**config.mk**
```make
export PLATFORM = sky130hd
export DESIGN_NAME = sdram_line_ctrl
export DESIGN_NICKNAME = d
export VERILOG_FILES = /design/src/rtl/sdl_pkg.sv /design/src/rtl/sdl_lane_mask.sv /design/src/rtl/sdl_row_tracker.sv /design/src/rtl/sdl_refresh_timer.sv /design/src/rtl/sdram_line_ctrl.sv
export SDC_FILE = /design/constraint.sdc
export NUM_CORES = 1
export LEC_CHECK = 0
export ABC_AREA = 1
export BUFFER_PORTS_ARGS = -buffer_cell sky130_fd_sc_hd__clkbuf_2
export CAP_MARGIN = 0
export CORE_ASPECT_RATIO = 1.2
export CORE_MARGIN = 2
export CORE_UTILIZATION = 50
export DETAILED_ROUTE_END_ITERATION = 6
export GPL_TIMING_DRIVEN = 0
export PLACE_DENSITY_LB_ADDON = 0.2
export SLEW_MARGIN = 40
export SYNTH_ARGS = -nofsm -noshare
export SYNTH_HDL_FRONTEND = slang
export SYNTH_HIERARCHICAL = 1
export SYNTH_SLANG_ARGS = --single-unit
```
**constraint.sdc**
```tcl
create_clock -name clk -period 5.3 [get_ports clk]
set_input_delay 0.795 -clock clk [delete_from_list [all_inputs] [get_ports clk]]
set_output_delay 0.795 -clock clk [all_outputs]
set_load 0.05 [all_outputs]
```
**src/rtl/sdl_pkg.sv**
```systemverilog
// Shared types for the line-burst SDRAM controller.
// Assumes a single bank group and big-endian lane numbering (lane 3 = bits 31:24).
package sdl_pkg;
    typedef enum logic [1:0] {
        ST_IDLE,
        ST_WAIT,
        ST_XFER,
        ST_REF
    } sdl_state_e;

    // Command encoding {ras_n, cas_n, we_n}
    typedef enum logic [2:0] {
        CMD_NOP   = 3'b111,
        CMD_ACT   = 3'b011,
        CMD_READ  = 3'b101,
        CMD_WRITE = 3'b100,
        CMD_PRE   = 3'b010,
        CMD_AREF  = 3'b001
    } sdl_cmd_e;

    localparam logic [1:0] SZ_LONG = 2'b00;
    localparam logic [1:0] SZ_BYTE = 2'b01;
    localparam logic [1:0] SZ_WORD = 2'b10;
endpackage

```
**src/rtl/sdl_lane_mask.sv**
```systemverilog
// Byte-lane enable generator.
// Derives the enabled lanes of a 32-bit beat from the size code and the low address bits.
// Assumes accesses are naturally aligned; bursts always use all lanes.
module sdl_lane_mask
    import sdl_pkg::*;
(
    input  logic       burst,
    input  logic [1:0] size,
    input  logic [1:0] low,
    output logic [3:0] lane_en
);
    // Select lanes for the request
    always_comb begin
        lane_en = 4'b1111;
        if (!burst) begin
            case (size)
                SZ_BYTE: lane_en = 4'b1000 >> low;
                SZ_WORD: lane_en = low[1] ? 4'b0011 : 4'b1100;
                default: lane_en = 4'b1111;
            endcase
        end
    end
endmodule

```
**src/rtl/sdl_row_tracker.sv**
```systemverilog
// Open-row register with valid bit.
// Reports whether a probed row is currently open; opens on activate, closes on refresh.
module sdl_row_tracker #(
    parameter int ROW_W = 12
) (
    input  logic             clk,
    input  logic             rst_n,
    input  logic             open_en,
    input  logic [ROW_W-1:0] open_row,
    input  logic             close_all,
    input  logic [ROW_W-1:0] probe_row,
    output logic             hit
);
    logic             row_valid;
    logic [ROW_W-1:0] row_q;

    // Track the single open row
    always_ff @(posedge clk) begin
        if (!rst_n) begin
            row_valid <= 1'b0;
            row_q     <= '0;
        end else if (close_all) begin
            row_valid <= 1'b0;
        end else if (open_en) begin
            row_valid <= 1'b1;
            row_q     <= open_row;
        end
    end

    // Hit needs a valid row equal to the probe
    assign hit = row_valid && (row_q == probe_row);
endmodule

```
**src/rtl/sdl_refresh_timer.sv**
```systemverilog
// Periodic refresh request.
// Raises pending every PERIOD cycles and holds it until acknowledged.
module sdl_refresh_timer #(
    parameter int PERIOD = 780
) (
    input  logic clk,
    input  logic rst_n,
    input  logic ack,
    output logic pending
);
    localparam int CNT_W = $clog2(PERIOD);
    logic [CNT_W-1:0] cnt;

    // Free-running interval counter and sticky request
    always_ff @(posedge clk) begin
        if (!rst_n) begin
            cnt     <= '0;
            pending <= 1'b0;
        end else begin
            if (cnt == CNT_W'(PERIOD - 1)) cnt <= '0;
            else                           cnt <= cnt + 1'b1;
            if (cnt == CNT_W'(PERIOD - 1)) pending <= 1'b1;
            else if (ack)                  pending <= 1'b0;
        end
    end
endmodule

```
**src/rtl/sdram_line_ctrl.sv**
```systemverilog
// Open-row SDRAM line-burst controller (top).
// Serves 4-beat line bursts and single transfers with fixed first-beat latencies
// chosen by direction and row hit/miss, then one beat per cycle.
// Assumes the bus issues xfer_start only when idle, ROW_W > 10 and COL_W >= 2.
module sdram_line_ctrl
    import sdl_pkg::*;
#(
    parameter int ROW_W       = 12,
    parameter int COL_W       = 8,
    parameter int LAT_WR_HIT  = 3,
    parameter int LAT_RD_HIT  = 5,
    parameter int LAT_WR_MISS = 7,
    parameter int LAT_RD_MISS = 9,
    parameter int REF_PERIOD  = 780,
    parameter int REF_CYC     = 6
) (
    input  logic             clk,
    input  logic             rst_n,
    input  logic             xfer_start,
    input  logic             burst,
    input  logic             rd_nwr,
    input  logic [1:0]       size,
    input  logic [31:0]      addr,
    input  logic [31:0]      wdata,
    output logic [31:0]      rdata,
    output logic             xfer_ack,
    output logic             sd_ras_n,
    output logic             sd_cas_n,
    output logic             sd_we_n,
    output logic [ROW_W-1:0] sd_addr,
    output logic [3:0]       sd_dqm,
    output logic [31:0]      sd_dq_o,
    output logic             sd_dq_oe,
    input  logic [31:0]      sd_dq_i
);
    localparam int PH_W   = $clog2(LAT_RD_MISS + REF_CYC + 1);
    localparam int AP_BIT = 10;
    localparam int ROW_LO = 2 + COL_W;
    localparam logic [PH_W-1:0] PH_PRE = PH_W'(0);
    localparam logic [PH_W-1:0] PH_ACT = PH_W'(2);

    sdl_state_e       state;
    sdl_cmd_e         cmd;
    logic [PH_W-1:0]  ph, req_wlen, wlen_sel;
    logic [1:0]       beat, last_beat;
    logic             req_rd, req_burst, req_miss;
    logic [ROW_W-1:0] req_row;
    logic [COL_W-1:0] req_col;
    logic [3:0]       req_en, lane_en;
    logic             hit, ref_pending, ref_ack;

    sdl_lane_mask u_mask (
        .burst  (burst),
        .size   (size),
        .low    (addr[1:0]),
        .lane_en(lane_en)
    );

    sdl_row_tracker #(.ROW_W(ROW_W)) u_rows (
        .clk      (clk),
        .rst_n    (rst_n),
        .open_en  (state == ST_WAIT && req_miss && ph == PH_ACT),
        .open_row (req_row),
        .close_all(state == ST_REF && ph == PH_PRE),
        .probe_row(addr[ROW_LO +: ROW_W]),
        .hit      (hit)
    );

    sdl_refresh_timer #(.PERIOD(REF_PERIOD)) u_ref (
        .clk    (clk),
        .rst_n  (rst_n),
        .ack    (ref_ack),
        .pending(ref_pending)
    );

    // Refresh may start only in idle with no competing strobe
    assign ref_ack = (state == ST_IDLE) && !xfer_start && ref_pending;

    // Pick the wait length (first-beat latency minus strobe and first wait cycle)
    always_comb begin
        if (hit) wlen_sel = rd_nwr ? PH_W'(LAT_RD_HIT - 2)  : PH_W'(LAT_WR_HIT - 2);
        else     wlen_sel = rd_nwr ? PH_W'(LAT_RD_MISS - 2) : PH_W'(LAT_WR_MISS - 2);
    end

    assign last_beat = req_burst ? 2'd3 : 2'd0;

    // Transaction sequencer
    always_ff @(posedge clk) begin
        if (!rst_n) begin
            state     <= ST_IDLE;
            ph        <= '0;
            beat      <= '0;
            req_rd    <= 1'b0;
            req_burst <= 1'b0;
            req_miss  <= 1'b0;
            req_row   <= '0;
            req_col   <= '0;
            req_en    <= '0;
            req_wlen  <= '0;
        end else begin
            unique case (state)
                ST_IDLE: begin
                    if (xfer_start) begin
                        req_rd    <= rd_nwr;
                        req_burst <= burst;
                        req_miss  <= !hit;
                        req_row   <= addr[ROW_LO +: ROW_W];
                        req_col   <= addr[2 +: COL_W];
                        req_en    <= lane_en;
                        req_wlen  <= wlen_sel;
                        ph        <= '0;
                        state     <= ST_WAIT;
                    end else if (ref_pending) begin
                        ph    <= '0;
                        state <= ST_REF;
                    end
                end
                ST_WAIT: begin
                    ph <= ph + 1'b1;
                    if (ph == req_wlen - 1'b1) begin
                        beat  <= '0;
                        state <= ST_XFER;
                    end
                end
                ST_XFER: begin
                    if (beat == last_beat) state <= ST_IDLE;
                    else                   beat  <= beat + 1'b1;
                end
                ST_REF: begin
                    ph <= ph + 1'b1;
                    if (ph == PH_W'(REF_CYC - 1)) state <= ST_IDLE;
                end
                default: state <= ST_IDLE;
            endcase
        end
    end

    // Command and address generation from the sequencer state
    always_comb begin
        cmd     = CMD_NOP;
        sd_addr = '0;
        unique case (state)
            ST_WAIT: begin
                if (req_miss && ph == PH_PRE) begin
                    cmd     = CMD_PRE;
                    sd_addr = ROW_W'(1) << AP_BIT;
                end else if (req_miss && ph == PH_ACT) begin
                    cmd     = CMD_ACT;
                    sd_addr = req_row;
                end else if (req_rd && ph == req_wlen - 1'b1) begin
                    cmd     = CMD_READ;
                    sd_addr = ROW_W'(req_col);
                end
            end
            ST_XFER: begin
                if (!req_rd) begin
                    cmd     = CMD_WRITE;
                    sd_addr = ROW_W'({req_col[COL_W-1:2], req_col[1:0] + beat});
                end else if (beat != last_beat) begin
                    cmd     = CMD_READ;
                    sd_addr = ROW_W'({req_col[COL_W-1:2], req_col[1:0] + beat + 2'd1});
                end
            end
            ST_REF: begin
                if (ph == PH_PRE) begin
                    cmd     = CMD_PRE;
                    sd_addr = ROW_W'(1) << AP_BIT;
                end else if (ph == PH_W'(1)) begin
                    cmd = CMD_AREF;
                end
            end
            default: ;
        endcase
    end

    assign {sd_ras_n, sd_cas_n, sd_we_n} = cmd;
    assign xfer_ack = (state == ST_XFER);
    assign rdata    = sd_dq_i;
    assign sd_dq_o  = wdata;
    assign sd_dq_oe = (state == ST_XFER) && !req_rd;
    assign sd_dqm   = (state == ST_XFER) ? ~req_en : 4'hF;
endmodule

```
### Word level (Yosys, flattened, before mapping)

Index checks and enable logic that the tools add are counted.
W data, S select, Z words.

| operators by class | value |
|---|---|
| add/sub/neg operators | 6 |
| multiply operators | 0 |
| div/mod/pow operators | 0 |
| order comparisons | 0 |
| equal/unequal tests | 18 |
| shift operators | 1 |
| muxes and demuxes | 37 |
| bitwise logic cells | 3 |
| reductions and logical operators | 26 |

Operators with widths:

| kind | number |
|---|---|
| $pmux W12 S3 | 1 |
| $mux W2 | 13 |
| $mux W12 | 2 |
| $mux W8 | 3 |
| $mux W4 | 5 |
| $pmux W4 S2 | 2 |
| $mux W3 | 5 |
| $eq A12 B12 Y1 | 1 |
| $mux W11 | 1 |
| $add A10 B1 Y10 const B | 1 |
| $eq A10 B10 Y1 const B | 1 |
| $logic_and A1 B1 Y1 | 10 |
| $pmux W3 S3 | 1 |
| $pmux W2 S4 | 1 |
| $eq A2 B2 Y1 const B | 3 |
| $ne A2 B1 Y1 const B | 3 |
| $reduce_and A2 Y1 | 3 |
| $reduce_bool A2 Y1 | 3 |
| $reduce_or A2 Y1 | 3 |
| $add A2 B1 Y2 const B | 2 |
| $add A4 B1 Y4 const B | 1 |
| $eq A2 B1 Y1 const B | 2 |
| $eq A4 B1 Y1 const B | 1 |
| $eq A4 B2 Y1 const B | 1 |
| 18 further kinds | 22 |

| storage, ports and cells | value |
|---|---|
| register bits after elaboration | 63 |
| bits in latches | 0 |
| memory bits (writable) | 0 |
| ROM bits | 0 |
| input port bits | 103 |
| output and inout bits | 85 |
| logic and storage cells | 105 |
| memories kept | 0 |

### Logic depth before layout (Yosys ltp)

| logic depth | value |
|---|---|
| word-level depth | 7 |
| mapped depth | 12 |

### Hierarchy

The synthesis kept the hierarchy.

By module, submodules not included:

| module | instances | cells an instance | area each (sq um) | sequential area each (sq um) |
|---|---|---|---|---|
| sdram_line_ctrl | 1 | 370 | 2,586.2 | 720.7 |
| sdl_row_tracker | 1 | 99 | 648.1 | 260.2 |
| sdl_refresh_timer | 1 | 70 | 518.0 | 220.2 |
| sdl_lane_mask | 1 | 18 | 98.8 | 0.0 |

### Least setup slack after synthesis

Ideal clock, no wire load.

| timing path | value |
|---|---|
| path type | reg2out |
| start | reg ph[0] |
| end | out sd_ras_n |
| data arrival time | 2,081 ps |
| data required time | 4,505 ps |
| path slack | 2,424 ps |
| stages on the path, launching flop included | 8 |
| path buffers | 0 |
| cells stage by stage | dfxtp_1 -> inv_1 -> ha_1 -> inv_1 -> nor2_4 -> nand2_2 -> nand2_2 -> o21ai_0 |

| between the ends | value |
|---|---|
| word-level cells in the longest chain between the ends | 5 |

Ends and longest elaborated chain:

| what | line | source |
|---|---|---|
| from (decl) | sdram_line_ctrl.sv:44 | `logic [PH_W-1:0] ph, req_wlen, wlen_sel;` |
| from (signal assigned) | sdram_line_ctrl.sv:119 | `ph <= ph + 1'b1;` |
| from (signal assigned) | sdram_line_ctrl.sv:130 | `ph <= ph + 1'b1;` |
| $eq A4 B2 Y1 | sdram_line_ctrl.sv:147 | `end else if (req_miss && ph == PH_ACT) begin` |
| $logic_and A1 B1 Y1 | sdram_line_ctrl.sv:147 |  |
| $mux W3 | sdram_line_ctrl.sv:147 |  |
| $mux W3 | sdram_line_ctrl.sv:144 | `if (req_miss && ph == PH_PRE) begin` |
| $pmux W3 S3 (*) | sdram_line_ctrl.sv:142 | `unique case (state)` |
| to (decl) | sdram_line_ctrl.sv:27 | `output logic sd_ras_n,` |

Mark *: on every way between the ends. The rest lies on a longest branch, timed or not.

### Final worst setup path

| timing path | value |
|---|---|
| start | reg req_wlen[1] |
| end | out sd_addr[7] |

| between the ends | value |
|---|---|
| word-level cells in the longest chain between the ends | 7 |

Ends and longest elaborated chain:

| what | line | source |
|---|---|---|
| from (decl) | sdram_line_ctrl.sv:44 |  |
| from (signal assigned) | sdram_line_ctrl.sv:110 | `req_wlen <= wlen_sel;` |
| $sub A4 B1 Y4 | sdram_line_ctrl.sv:150 | `end else if (req_rd && ph == req_wlen - 1'b1) begin` |
| $eq A4 B4 Y1 | sdram_line_ctrl.sv:150 |  |
| $logic_and A1 B1 Y1 | sdram_line_ctrl.sv:150 |  |
| $mux W8 | sdram_line_ctrl.sv:150 |  |
| $mux W12 | sdram_line_ctrl.sv:147 |  |
| $mux W12 | sdram_line_ctrl.sv:144 |  |
| $pmux W12 S3 | sdram_line_ctrl.sv:142 |  |
| to (decl) | sdram_line_ctrl.sv:30 | `output logic [ROW_W-1:0] sd_addr,` |

No other way between the ends.

==> flow_summary.yaml <==
sta:
  min_period_ns: 3.28
  max_freq_mhz: 305
  setup_ws_ns: 2.02
  whs_ns: 0.461
  fin_crit_sh_pct: 61.8
  max_slew_margin_pct: 64.1
  fin_setup_tns_ns: 0
  slew_violations: 0
  hold_violations: 0
  fin_worst_skew_ns: 0.00819
  worst_pin_slew_ns: 0.539
  setup_viol: 0
  rsz0062_at_grt: "no"
detailed_routing:
  ant_nets: 0
  vias_per_cell: 4.92
  wl_per_cell_um: 12.2
  vias: 3828
  first_pass_iters: 5
  drt_wl_total_um: 9500
  drtIter0Drc: 214
  drcViolationCount: 0
run_status:
  status: "complete, no violations"
worst_setup_path:
  crit_type: "flop to output port"
  worstPathCellList: "inv_1, ha_1, nand2_1, inv_1, nor2_1, nand3_1, nor2_4, nand3_2, nand2_2, nand2_1, nand2_1, clkbuf_2"
  start_kind: "flop"
  path_buf_inv: 3
  path_max_fanout: 6
  cpMostUsedCell: "nand2_1"
  crit_family: "simple AND/OR/NAND/NOR gates"
  slowest_delay_ns: 0.39
  endpoint_kind: "output port"
  slowest_stage: "dfxtp_1"
  arrival_ns: 2.48
  required_ns: 4.51
cts:
  clk_path_buf_depth: 2
  cts_setup_buffers: 0
  cts.root.buffer_cell: "clkbuf_8"
  htree_num_levels: 3
  cts_hold_buf: 0
  cts_buffers: 9
  post_cts_resized: 0
  cts_tree: "built"
  clkLatencyLatePin_ns: 0.33
  clkTransAtPathRegs_ns: 0.07
  clock-sinks: 60
finish:
  post-route-util_pct: 63.1
  fin_area_mm2: 0.00478
  antenna_cells: 0
  final_nets: 793
  num-fill-cells: 705
  syn_to_final_growth_pct: 24.1
  drive_above_1_share_pct: 36.9
grt:
  grt_remaining_overflow: 0
  grt_max_degree: 12
  antenna_found_initial: 0
  grt_pass1_vias: 3457
  grt.total_usage_pct: 22.4
  grt_pass1_wl_um: 15400
logic_synthesis:
  yosysTopAreaCellShare_pct: 31.2
  synth-seq-cells: 60
  synth_edf_count: 0
  synthTopCellsByArea: "dfxtp_1 (31%), buf_4 (13%), nand2_1 (9.1%)"
  ys_seq_area_share_pct: 31.2
  ys_types: 39
  ys_async_sr_fraction_pct: 0
  avgSynthCellArea_um2: 6.91
  ys_warn_count: 6
  synth_top_area_cell: "dfxtp_1"
  synth_nets: 669
  synth.cell_area_mm2: 0.00385
  synthCells: 557
  synthFlopType: "dfxtp_1"
floorplanning:
  start_util_pct: 50.8
  core_area_mm2: 0.00758
  num_rows: 35
  die_w_um: 84.1
  dieArea_mm2: 0.00842
  io_pins: 188
  die_h_um: 100
flow_run:
  maxCapViolations: 0
placement:
  dpl_worst_slack_ns: 2.40
  gp_congestion: 0.866
  io_buffer_count: 113
  dp_hpwl_um: 7310
  placed_area_mm2: 0.00453
power:
  p_leak_nw: 2.41
  ir_worst_vdd_uv: 237
  powerDensity_mw_per_mm2: 345
min_path:
  hp-class: "flop to flop"
[synthesized netlist by cell type (2+ instances only)]
library cell	number
nand2_1	93
nor2_1	93
buf_4	66
dfxtp_1	60
inv_1	50
o21ai_0	50
nand3_1	28
a21oi_1	18
nor2_2	11
inv_2	10
ha_1	9
nand2_2	8
xor2_1	7
a21oi_2	6
nor2_4	6
nor3_1	5
clkbuf_1	3
nand2_4	3
nand3_2	3
o21ai_1	3
xnor2_1	3
clkbuf_2	2
inv_4	2
nand4_1	2
nor2_8	2
[path summary, 6_finish.rpt]
path / slack, ns / cells after the start / from / end
setup / recovery: 2.02 / 12 / req_wlen[1]$_SDFFE_PN0P_ / sd_addr[7]
hold / removal: 0.46 / 1 / u_ref/cnt[0]$_SDFF_PP0_ / u_ref/cnt[0]$_SDFF_PP0_
setup reg to reg: 3.17 / 12 / ph[0]$_SDFFE_PN0P_ / u_rows/row_q[3]$_SDFFE_PN0P_
hold reg to reg: 0.46 / 1 / u_ref/cnt[0]$_SDFF_PP0_ / u_ref/cnt[0]$_SDFF_PP0_
[area by class of cell]
type                       instances  area (µm²)  share of cell area [%]
buffer                            76         572                    12.0
clock buffer                      10         138                    2.88
clock inverter                     6         111                    2.33
inverter                          62         238                    4.97
multi-input combinational        359        1840                    38.5
sequential                        60        1200                    25.1
tap                               92         115                    2.41
timing repair buffer             113         566                    11.8
[worst register-to-register path: cells and delay by family, from the launching register on]
family / cells / cell delay, ns
AND/OR/NAND/NOR: 6 / 0.81
flip-flops: 1 / 0.35
adder cells (fa/ha/maj): 1 / 0.18
buffers and inverters: 5 / 0.67
[metal layers]
layer  vias up  wire, µm  GRT usage, %
li1       1938         -             -
met1      1712      4010          27.7
met2       167      4700          39.1
met3        11       677          4.28
met4         0       113          7.69
met5         -         0             0
[power breakdown]
group | switching (mW) | total (mW) | leakage (nW) | internal [mW]
clock network | 0.184 | 0.509 | 0.122 | 0.325
registers | 0.0376 | 0.540 | 0.491 | 0.502
logic | 0.419 | 0.598 | 1.80 | 0.180
total | 0.640 | 1.65 | 2.41 | 1.01
[placed cells by master (no fill, tap or decap), drive strengths merged, types with 3 or more instances in the layout]
master | netlist | routed
inv | 62 | 62
clkbuf | 5 | 128
xnor2 | 3 | 3
a21oi | 24 | 24
ha | 9 | 9
buf | 71 | 71
o21ai | 54 | 54
xor2 | 7 | 7
nor3 | 5 | 5
nor2 | 112 | 112
nand2 | 104 | 104
dfxtp | 60 | 60
bufinv | 0 | 3
nand3 | 31 | 31
[cells by family (layout without fill, tap and decap cells)]
family	count (synthesis)	after routing	share of synthesized area (%)
and+or+nand+nor	257	257	30.8
DFF	60	60	31.2
adders and majority gates	9	9	2.92
xor gates and xnor gates	10	10	2.27
AOI/OAI and AO/OA	83	83	11.8
buffers and inverters	138	267	21.0
[metrics by stage]
step	power, mW	cells
after detailed placement	1.14	762
after global routing	1.73	778
after CTS	1.65	778
after global placement	1.13	762
after floorplan	1.01	557
final	1.65	778
[sequential cells by signal (all words and copies together) (netlist names)]
signal / count
req_en: 4
ph: 4
u_rows/row_valid: 1
req_col: 8
u_ref/cnt: 10
u_rows/row_q: 12
u_ref/pending: 1
state: 2
req_wlen: 2
beat: 2
req_miss: 1
req_burst: 1
req_row: 12
Power figures use the tool's default switching activity.
